--- config.mk ---
export PLATFORM = sky130hd
export DESIGN_NAME = wilkinson_conv_ctrl
export DESIGN_NICKNAME = d
export VERILOG_FILES = /design/src/rtl/wcc_pkg.sv /design/src/rtl/wcc_control.sv /design/src/rtl/wcc_datapath.sv /design/src/rtl/wilkinson_conv_ctrl.sv
export SDC_FILE = /design/constraint.sdc
export NUM_CORES = 1
export LEC_CHECK = 0
export BUFFER_PORTS_ARGS = -buffer_cell sky130_fd_sc_hd__clkbuf_2
export CORE_ASPECT_RATIO = 2
export CORE_MARGIN = 10
export CORE_UTILIZATION = 56
export DETAILED_ROUTE_END_ITERATION = 12
export PLACE_DENSITY = 0.77
export SYNTH_ARGS = -nofsm -noshare
export SYNTH_HDL_FRONTEND = slang
export SYNTH_HIERARCHICAL = 1
export SYNTH_SLANG_ARGS = --single-unit
--- constraint.sdc ---
create_clock -name clk -period 3 [get_ports clk]
set_input_delay 0.6 -clock clk [delete_from_list [all_inputs] [get_ports clk]]
set_output_delay 0.6 -clock clk [all_outputs]
set_load 0.02 [all_outputs]
--- src/rtl/wcc_pkg.sv ---
package wcc_pkg;

  typedef enum logic [1:0] {
    ST_IDLE,
    ST_SETTLE,
    ST_DELAY,
    ST_CONV
  } ctrl_state_t;

  // strobes from the sequencer to the counter bank
  typedef struct packed {
    logic clrAll;     // fast clear: zero everything
    logic startConv;  // conversion begins: zero counters
    logic runEn;      // counting window open
    logic shortSel;   // reduced range latched at acceptance
  } strobe_t;

endpackage

--- src/rtl/wcc_control.sv ---
module wcc_control
  import wcc_pkg::*;
#(
  parameter int SETTLE_CYC = 250,
  parameter int START_DLY  = 250
) (
  input  logic    clk,
  input  logic    rst_n,
  input  logic    gateIn,
  input  logic    startIn,
  input  logic    fastClear,
  input  logic    inhibit,
  input  logic    sepGateMode,
  input  logic    shortMode,
  input  logic    allDone,
  output strobe_t strobes,
  output logic    busy,
  output logic    eoc,
  output logic    resultValid
);

  localparam int TMR_MAX = (SETTLE_CYC > START_DLY) ? SETTLE_CYC : START_DLY;
  localparam int TMR_W   = $clog2(TMR_MAX + 1);

  ctrl_state_t     state;
  logic [TMR_W-1:0] tmr;
  logic            shortReg;
  logic            accept;
  logic            delayDone;

  assign accept    = (state == ST_IDLE) && !inhibit &&
                     (sepGateMode ? startIn : gateIn);
  assign delayDone = (state == ST_DELAY) && (tmr == '0);

  always_comb begin
    strobes.clrAll    = fastClear;
    strobes.startConv = !fastClear && ((accept && !sepGateMode) || delayDone);
    strobes.runEn     = !fastClear && (state == ST_CONV);
    strobes.shortSel  = shortReg;
  end

  assign busy = (state == ST_DELAY) || (state == ST_CONV);

  always_ff @(posedge clk or negedge rst_n) begin
    if (!rst_n) begin
      state       <= ST_IDLE;
      tmr         <= '0;
      shortReg    <= 1'b0;
      eoc         <= 1'b0;
      resultValid <= 1'b0;
    end else begin
      eoc <= 1'b0;
      if (fastClear) begin
        state       <= ST_SETTLE;
        tmr         <= TMR_W'(SETTLE_CYC - 1);
        resultValid <= 1'b0;
      end else begin
        unique case (state)
          ST_IDLE: begin
            if (accept) begin
              resultValid <= 1'b0;
              shortReg    <= shortMode;
              if (sepGateMode) begin
                state <= ST_DELAY;
                tmr   <= TMR_W'(START_DLY - 1);
              end else begin
                state <= ST_CONV;
              end
            end
          end
          ST_SETTLE: begin
            if (tmr == '0) state <= ST_IDLE;
            else           tmr   <= tmr - 1'b1;
          end
          ST_DELAY: begin
            if (tmr == '0) state <= ST_CONV;
            else           tmr   <= tmr - 1'b1;
          end
          ST_CONV: begin
            if (allDone) begin
              state       <= ST_IDLE;
              eoc         <= 1'b1;
              resultValid <= 1'b1;
            end
          end
          default: state <= ST_IDLE;
        endcase
      end
    end
  end

endmodule

--- src/rtl/wcc_datapath.sv ---
module wcc_datapath
  import wcc_pkg::*;
#(
  parameter int NUM_CH  = 12,
  parameter int CNT_W   = 10,
  parameter int SHORT_W = 8
) (
  input  logic                    clk,
  input  logic                    rst_n,
  input  strobe_t                 strobes,
  input  logic [NUM_CH-1:0]       rundownActive,
  output logic [NUM_CH*CNT_W-1:0] results,
  output logic [NUM_CH-1:0]       overflow,
  output logic                    allDone
);

  localparam logic [CNT_W-1:0] FULL_MAX  = '1;
  localparam logic [CNT_W-1:0] SHORT_MAX = CNT_W'((1 << SHORT_W) - 1);

  logic [CNT_W-1:0]  maxVal;
  logic [NUM_CH-1:0] doneVec;

  assign maxVal  = strobes.shortSel ? SHORT_MAX : FULL_MAX;
  assign allDone = &doneVec;

  for (genvar ch = 0; ch < NUM_CH; ch++) begin : g_chan
    logic [CNT_W-1:0] count;

    always_ff @(posedge clk or negedge rst_n) begin
      if (!rst_n) begin
        count        <= '0;
        doneVec[ch]  <= 1'b0;
        overflow[ch] <= 1'b0;
      end else if (strobes.clrAll || strobes.startConv) begin
        count        <= '0;
        doneVec[ch]  <= 1'b0;
        overflow[ch] <= 1'b0;
      end else if (strobes.runEn && !doneVec[ch]) begin
        if (!rundownActive[ch]) begin
          doneVec[ch] <= 1'b1;
        end else if (count == maxVal) begin
          overflow[ch] <= 1'b1;
          doneVec[ch]  <= 1'b1;
        end else begin
          count <= count + 1'b1;
        end
      end
    end

    assign results[ch*CNT_W +: CNT_W] = count;
  end

endmodule

--- src/rtl/wilkinson_conv_ctrl.sv ---
module wilkinson_conv_ctrl
  import wcc_pkg::*;
#(
  parameter int NUM_CH     = 12,
  parameter int CNT_W      = 10,
  parameter int SHORT_W    = 8,
  parameter int SETTLE_CYC = 250,
  parameter int START_DLY  = 250
) (
  input  logic                    clk,
  input  logic                    rst_n,
  input  logic                    gateIn,
  input  logic                    startIn,
  input  logic                    fastClear,
  input  logic                    inhibit,
  input  logic                    sepGateMode,
  input  logic                    shortMode,
  input  logic [NUM_CH-1:0]       rundownActive,
  output logic                    busy,
  output logic                    eoc,
  output logic                    resultValid,
  output logic [NUM_CH*CNT_W-1:0] results,
  output logic [NUM_CH-1:0]       overflow
);

  strobe_t strobes;
  logic    allDone;

  wcc_control #(
    .SETTLE_CYC(SETTLE_CYC),
    .START_DLY (START_DLY)
  ) u_ctrl (
    .clk        (clk),
    .rst_n      (rst_n),
    .gateIn     (gateIn),
    .startIn    (startIn),
    .fastClear  (fastClear),
    .inhibit    (inhibit),
    .sepGateMode(sepGateMode),
    .shortMode  (shortMode),
    .allDone    (allDone),
    .strobes    (strobes),
    .busy       (busy),
    .eoc        (eoc),
    .resultValid(resultValid)
  );

  wcc_datapath #(
    .NUM_CH (NUM_CH),
    .CNT_W  (CNT_W),
    .SHORT_W(SHORT_W)
  ) u_dp (
    .clk          (clk),
    .rst_n        (rst_n),
    .strobes      (strobes),
    .rundownActive(rundownActive),
    .results      (results),
    .overflow     (overflow),
    .allDone      (allDone)
  );

endmodule

# Word-level counts from Yosys, hierarchy flattened
# Index checks and enable logic that the tools add are counted.
# word_totals
ff_bits,157
latchBits,0
ram_bits,0
rom_bits,0
in_bits,20
wordCells,371
memories,0
# op_classes
addsub,13
n_mul,0
n_div,0
order_cmp,0
n_eq_ne,45
n_shift,0
mux,153
n_bitwise,1
n_reduce_logical,118
# op_table
op,n
2-to-1 mux 10 bit,49
"adder 10 x 1 -> 10 bit, second input constant",12
== test 10 bit,12
2-to-1 mux 1 bit,92
AND reduction 3 bit,26
nonzero test 2 bit,36
"!= test 3 x 1 -> 1 bit, second input constant",12
2-to-1 mux 8 bit,4
AND reduction 2 bit,12
logical AND 1 bit,18
case mux 8 bit (2 select lines),1
zero test 1 bit,15
"!= test 2 x 1 -> 1 bit, second input constant",7
"!= test 3 bit, second input constant",4
AND reduction 12 bit,1
2-to-1 mux 2 bit,5
"!= test 2 bit, second input constant",5
zero test 8 bit,1
case mux 2 bit (4 select lines),1
AND reduction 4 bit,2
"subtractor 8 x 1 -> 8 bit, second input constant",1
"!= test 3 x 2 -> 1 bit, second input constant",2
nonzero test 3 bit,2
"== test 2 bit, second input constant",2
other kinds (6),8

# Longest topological paths before layout
# depth
depth_word,9
ltp_mapped,13
depth_no_buf,11

# Cells and area by module
# The synthesis kept the hierarchy.
# by_module_without_submodules
module,instances,cells_each,area_each_um2,seq_area_each_um2
wcc_datapath,1,788,7656.1,3603.5
wcc_control,1,97,904.6,325.3

# Least setup slack after synthesis
# Ideal clock, no wire load.
# synth_timing
path_type,register -> register
startpoint,register u_ctrl.tmr[0]
endpoint,register u_dp.g_chan[4].count[9]
setup_ns,0.120
t_arrival_ns,2.509
required_ns,2.880
setup_slack_ns,0.370
path_stages_with_launch,13
period_less_slack_ns,2.630
cell_sequence,dfrtp_1 -> inv_1 -> ha_1 -> or3b_2 -> nor2_4 -> a22oi_1 -> nor2_1 -> or2_2 -> clkbuf_1 -> o21ai_1 -> nor4_2 -> a31oi_1 -> a41o_1
# synth_rtl
element,line_no,text
from (decl),wcc_control.sv:26,logic [TMR_W-1:0] tmr;
from (signal assigned),wcc_control.sv:55,tmr <= TMR_W'(SETTLE_CYC - 1);
from (signal assigned),wcc_control.sv:65,tmr <= TMR_W'(START_DLY - 1);
from (signal assigned),wcc_control.sv:73,else tmr <= tmr - 1'b1;
to (signal assigned),wcc_datapath.sv:45,count <= count + 1'b1;
to (decl),wcc_datapath.sv:27,logic [CNT_W-1:0] count;

==> results.md <==
* Hold Fails Final Rpt at 0
* Core area at 0.0149 sq mm
* Crit end category: flop
* Max Cap Viol at 0
* Most frequent cells in the layout: dfrtp_1 (157), clkbuf_2 (153), nor2_1 (121), a21oi_1 (50), xnor2_1 (49)
* Synth warn at 6
* Total GRT Usage at 0.215
* RSZ-0062 raised after global routing: false
* Crit share post-route at 0.933
* CP required at 3330 ps
* CTS tree: done
* Crit path time final at 2800 ps
* Yosys top cell area share at 0.459
* # clock sinks at 157
* Clock share of power at 0.398
* Longest Clk Path Bufs at 2
* Reg2reg path depth at 11
* Die Ht at 195 um
* HP Class: input port to asynchronous set/reset pin
* Ys flop type: dfrtp_1
* Max VDD drop at 0.410 mV
* # IOs at 155
* Gate Count Post-Synth at 885
* Syn Area/Cell at 9.67 sq um
* Sequential share of power at 0.424
* Netlist cell types at 76
* Status: completed
* CP Launch Type: flop
* Setup Skew at 9.25 ps
* Sw Share at 0.294
* Detailed Routing Iterations Pass 1 at 5
* Cts bufs inserted at 17
* Lkg Pwr at 4.62 nW
* Synth Cell Area at 0.00856 sq mm
* Gp weighted congestion at 0.917
* Detail Route Antenna Nets at 0
* Setup violations, final at 0
* #FFs+latches synth at 157
* Clock transition at path regs at 60 ps
* Root Buffer: clkbuf_16
* FFs w/ async S/R, synth at 1.00
* PwrDens at 537 mW/mm^2
* Final Max Tran Viols at 0
* Drt wl/cell at 18.0 um
* Psw at 1.62 mW
* WS Path Type: flop to flop
* Number of synthesized flops with an enable pin at 0
* Layout net count at 1087
* Arr. time, crit path at 3130 ps
* First-pass GRT wire length at 37100 um
* Vias in the first global route at 7608
* Total global routing overflow at 0
* Fmax at 357 MHz
* Final setup TNS at 0 ps
* FP Rows at 63
* Area Growth Syn to Fin at 19.7%
* Hold slack at 133 ps
* Largest area contributor in the netlist: dfrtp_1
* Cell-internal power at 3.89 mW
* Ant diodes at 0
* Starting DRT DRC Count at 303
* Fillers at 1198
* Critical-path maximum fanout at 42
* Input/output buffers at 154
* Comb power frac at 0.178
* Largest net degree at the start of global routing at 55
* Layout cell share with drive strength beyond 1 at 0.239
* Syn Nets at 923
* Core Util, Final at 0.688
* Most common cell after layout, fill and taps aside: dfrtp_1
* Number of H-tree levels at 4
* Remaining routing DRC violations at 0
* WL final at 22600 um
* Die area at 0.0209 sq mm
* Largest cells by area after synthesis: dfrtp_1 (46%), nor2_1 (5.4%), xnor2_1 (5.0%)
* DR vias at 7411
* Worst slew margin at 0.385
* Initial Utilization at 0.575
* Vias per inst at 5.90
* Initial antenna violation count at 0
* Die X-Extent at 107 um
* Sequential area share after synthesis at 0.459
* Worst-Margin Slew at 923 ps
* Later-pin clock latency in the skew report at 420 ps
* Detailed placement HPWL at 16500 um
cells in the mapped netlist, types with 4 or more instances:
cell type and number:
or3_1 10, nor3_1 35, ha_1 18, and3b_1 13
o2111ai_1 8, and4_1 9, a211oi_1 9, nand2b_1 7
nand3_1 36, and3_1 16, nor3b_2 4, and2_1 9
a21oi_1 50, inv_1 17, a31oi_1 19, nor2_1 123
or2_2 6, xor2_1 24, nor4_1 4, dfrtp_1 157
xnor2_1 49, clkbuf_1 17, nand3b_1 8, mux2i_1 5
o21ai_0 41, nor3b_1 9, nor2b_1 13, or3b_1 4
o211ai_1 7, nor4_2 4, nor4b_1 4, o21a_1 6
nand2_1 44, buf_2 7, nand4_1 27
per-layer routing:
metal,vias to the layer above,wire [um],GRT usage
met2,207,12300,0.388
li1,3532,-,-
met3,38,1150,0.0510
met5,-,0,0
met1,3634,8650,0.231
met4,0,546,0.0843
flip-flops by register name, indices dropped and copies added (netlist names):
signal and count:
u_dp/doneVec 12, u_ctrl/state 2, u_ctrl/resultValid 1, u_ctrl/tmr 8, u_ctrl/eoc 1, u_ctrl/shortReg 1
u_dp/g_chan.count 120, u_dp/overflow 12
through the flow:
stage | power [mW] | instance area, sq um | worst slack [ps] | instances
2_1_floorplan | 3.05 | 8560 | 370 | 885
3_3_place_gp | 3.31 | 9600 | 153 | 1220
3_5_place_dp | 3.33 | 9600 | 41.2 | 1220
4_1_cts | 5.53 | 10200 | 22.1 | 1252
5_1_grt | 5.75 | 10200 | 44.4 | 1257
6_report | 5.51 | 10200 | 201 | 1257
final timing paths:
| check | start | endpoint | slack, ps |
|---|---|---|---|
| setup / recovery | u_ctrl/tmr[0]$_DFFE_PN0P_ | u_dp/g_chan[0].count[2]$_DFFE_PN0P_ | 200 |
| hold / removal | rst_n | u_dp/g_chan[11].count[6]$_DFFE_PN0P_ | 130 |
| setup reg to reg | u_ctrl/tmr[0]$_DFFE_PN0P_ | u_dp/g_chan[0].count[2]$_DFFE_PN0P_ | 200 |
| hold reg to reg | u_dp/overflow[11]$_DFFE_PN0P_ | u_dp/overflow[11]$_DFFE_PN0P_ | 500 |
| max in group asynchronous | rst_n | u_dp/g_chan[4].count[9]$_DFFE_PN0P_ | 2190 |
| min in group clk | rundownActive[8] | u_dp/doneVec[8]$_DFFE_PN0P_ | 390 |
power groups by stage:
stage / registers (mW) / clock network, mW / logic [mW]
5_1_grt: 2.35 / 2.32 / 1.08
3_5_place_dp: 2.37 / 0 / 0.958
6_report: 2.33 / 2.19 / 0.977
3_3_place_gp: 2.37 / 0 / 0.946
4_1_cts: 2.33 / 2.23 / 0.963
2_1_floorplan: 2.32 / 0 / 0.725
logic make-up after synthesis:
kind of cell / share of synthesized area
AND/OR/NAND/NOR: 0.260
AO/OA/AOI/OAI: 0.143
flip-flops: 0.459
XOR/XNOR: 0.0747
buffers and inverters: 0.0269
adder cells (fa/ha/maj): 0.0263
multiplexers: 0.0102
area by class of cell:
type,instances,area [sq um],share of cell area
multi-input cells,678,4420,0.432
flip-flops and latches,157,3930,0.383
repair buffers,178,982,0.0959
clock buffers,21,470,0.0459
well taps,195,244,0.0238
clock inverters,11,135,0.0132
inverters,17,63.8,0.00623
worst max-delay path, stage by stage (launching register included):
cell and delay [ps]:
dfrtp_1 400, inv_1 110, ha_1 170, or3b_2 500, nor2_4 120, a22oi_1 80
nor2_2 210, or2_4 250, buf_4 440, o21a_1 220, a21oi_1 70, nor3_1 140
repair_timing:
| item | CTS | global route |
|---|---|---|
| gates resized for setup | 0 | 2 |
| hold endpoints to repair | 0 | 0 |
| buffers inserted | 0 | 5 |
| hold buffers | 0 | 0 |
| endpoints found under the setup margin | 0 | 34 |
Note: power is estimated with default switching activity, not from simulation.
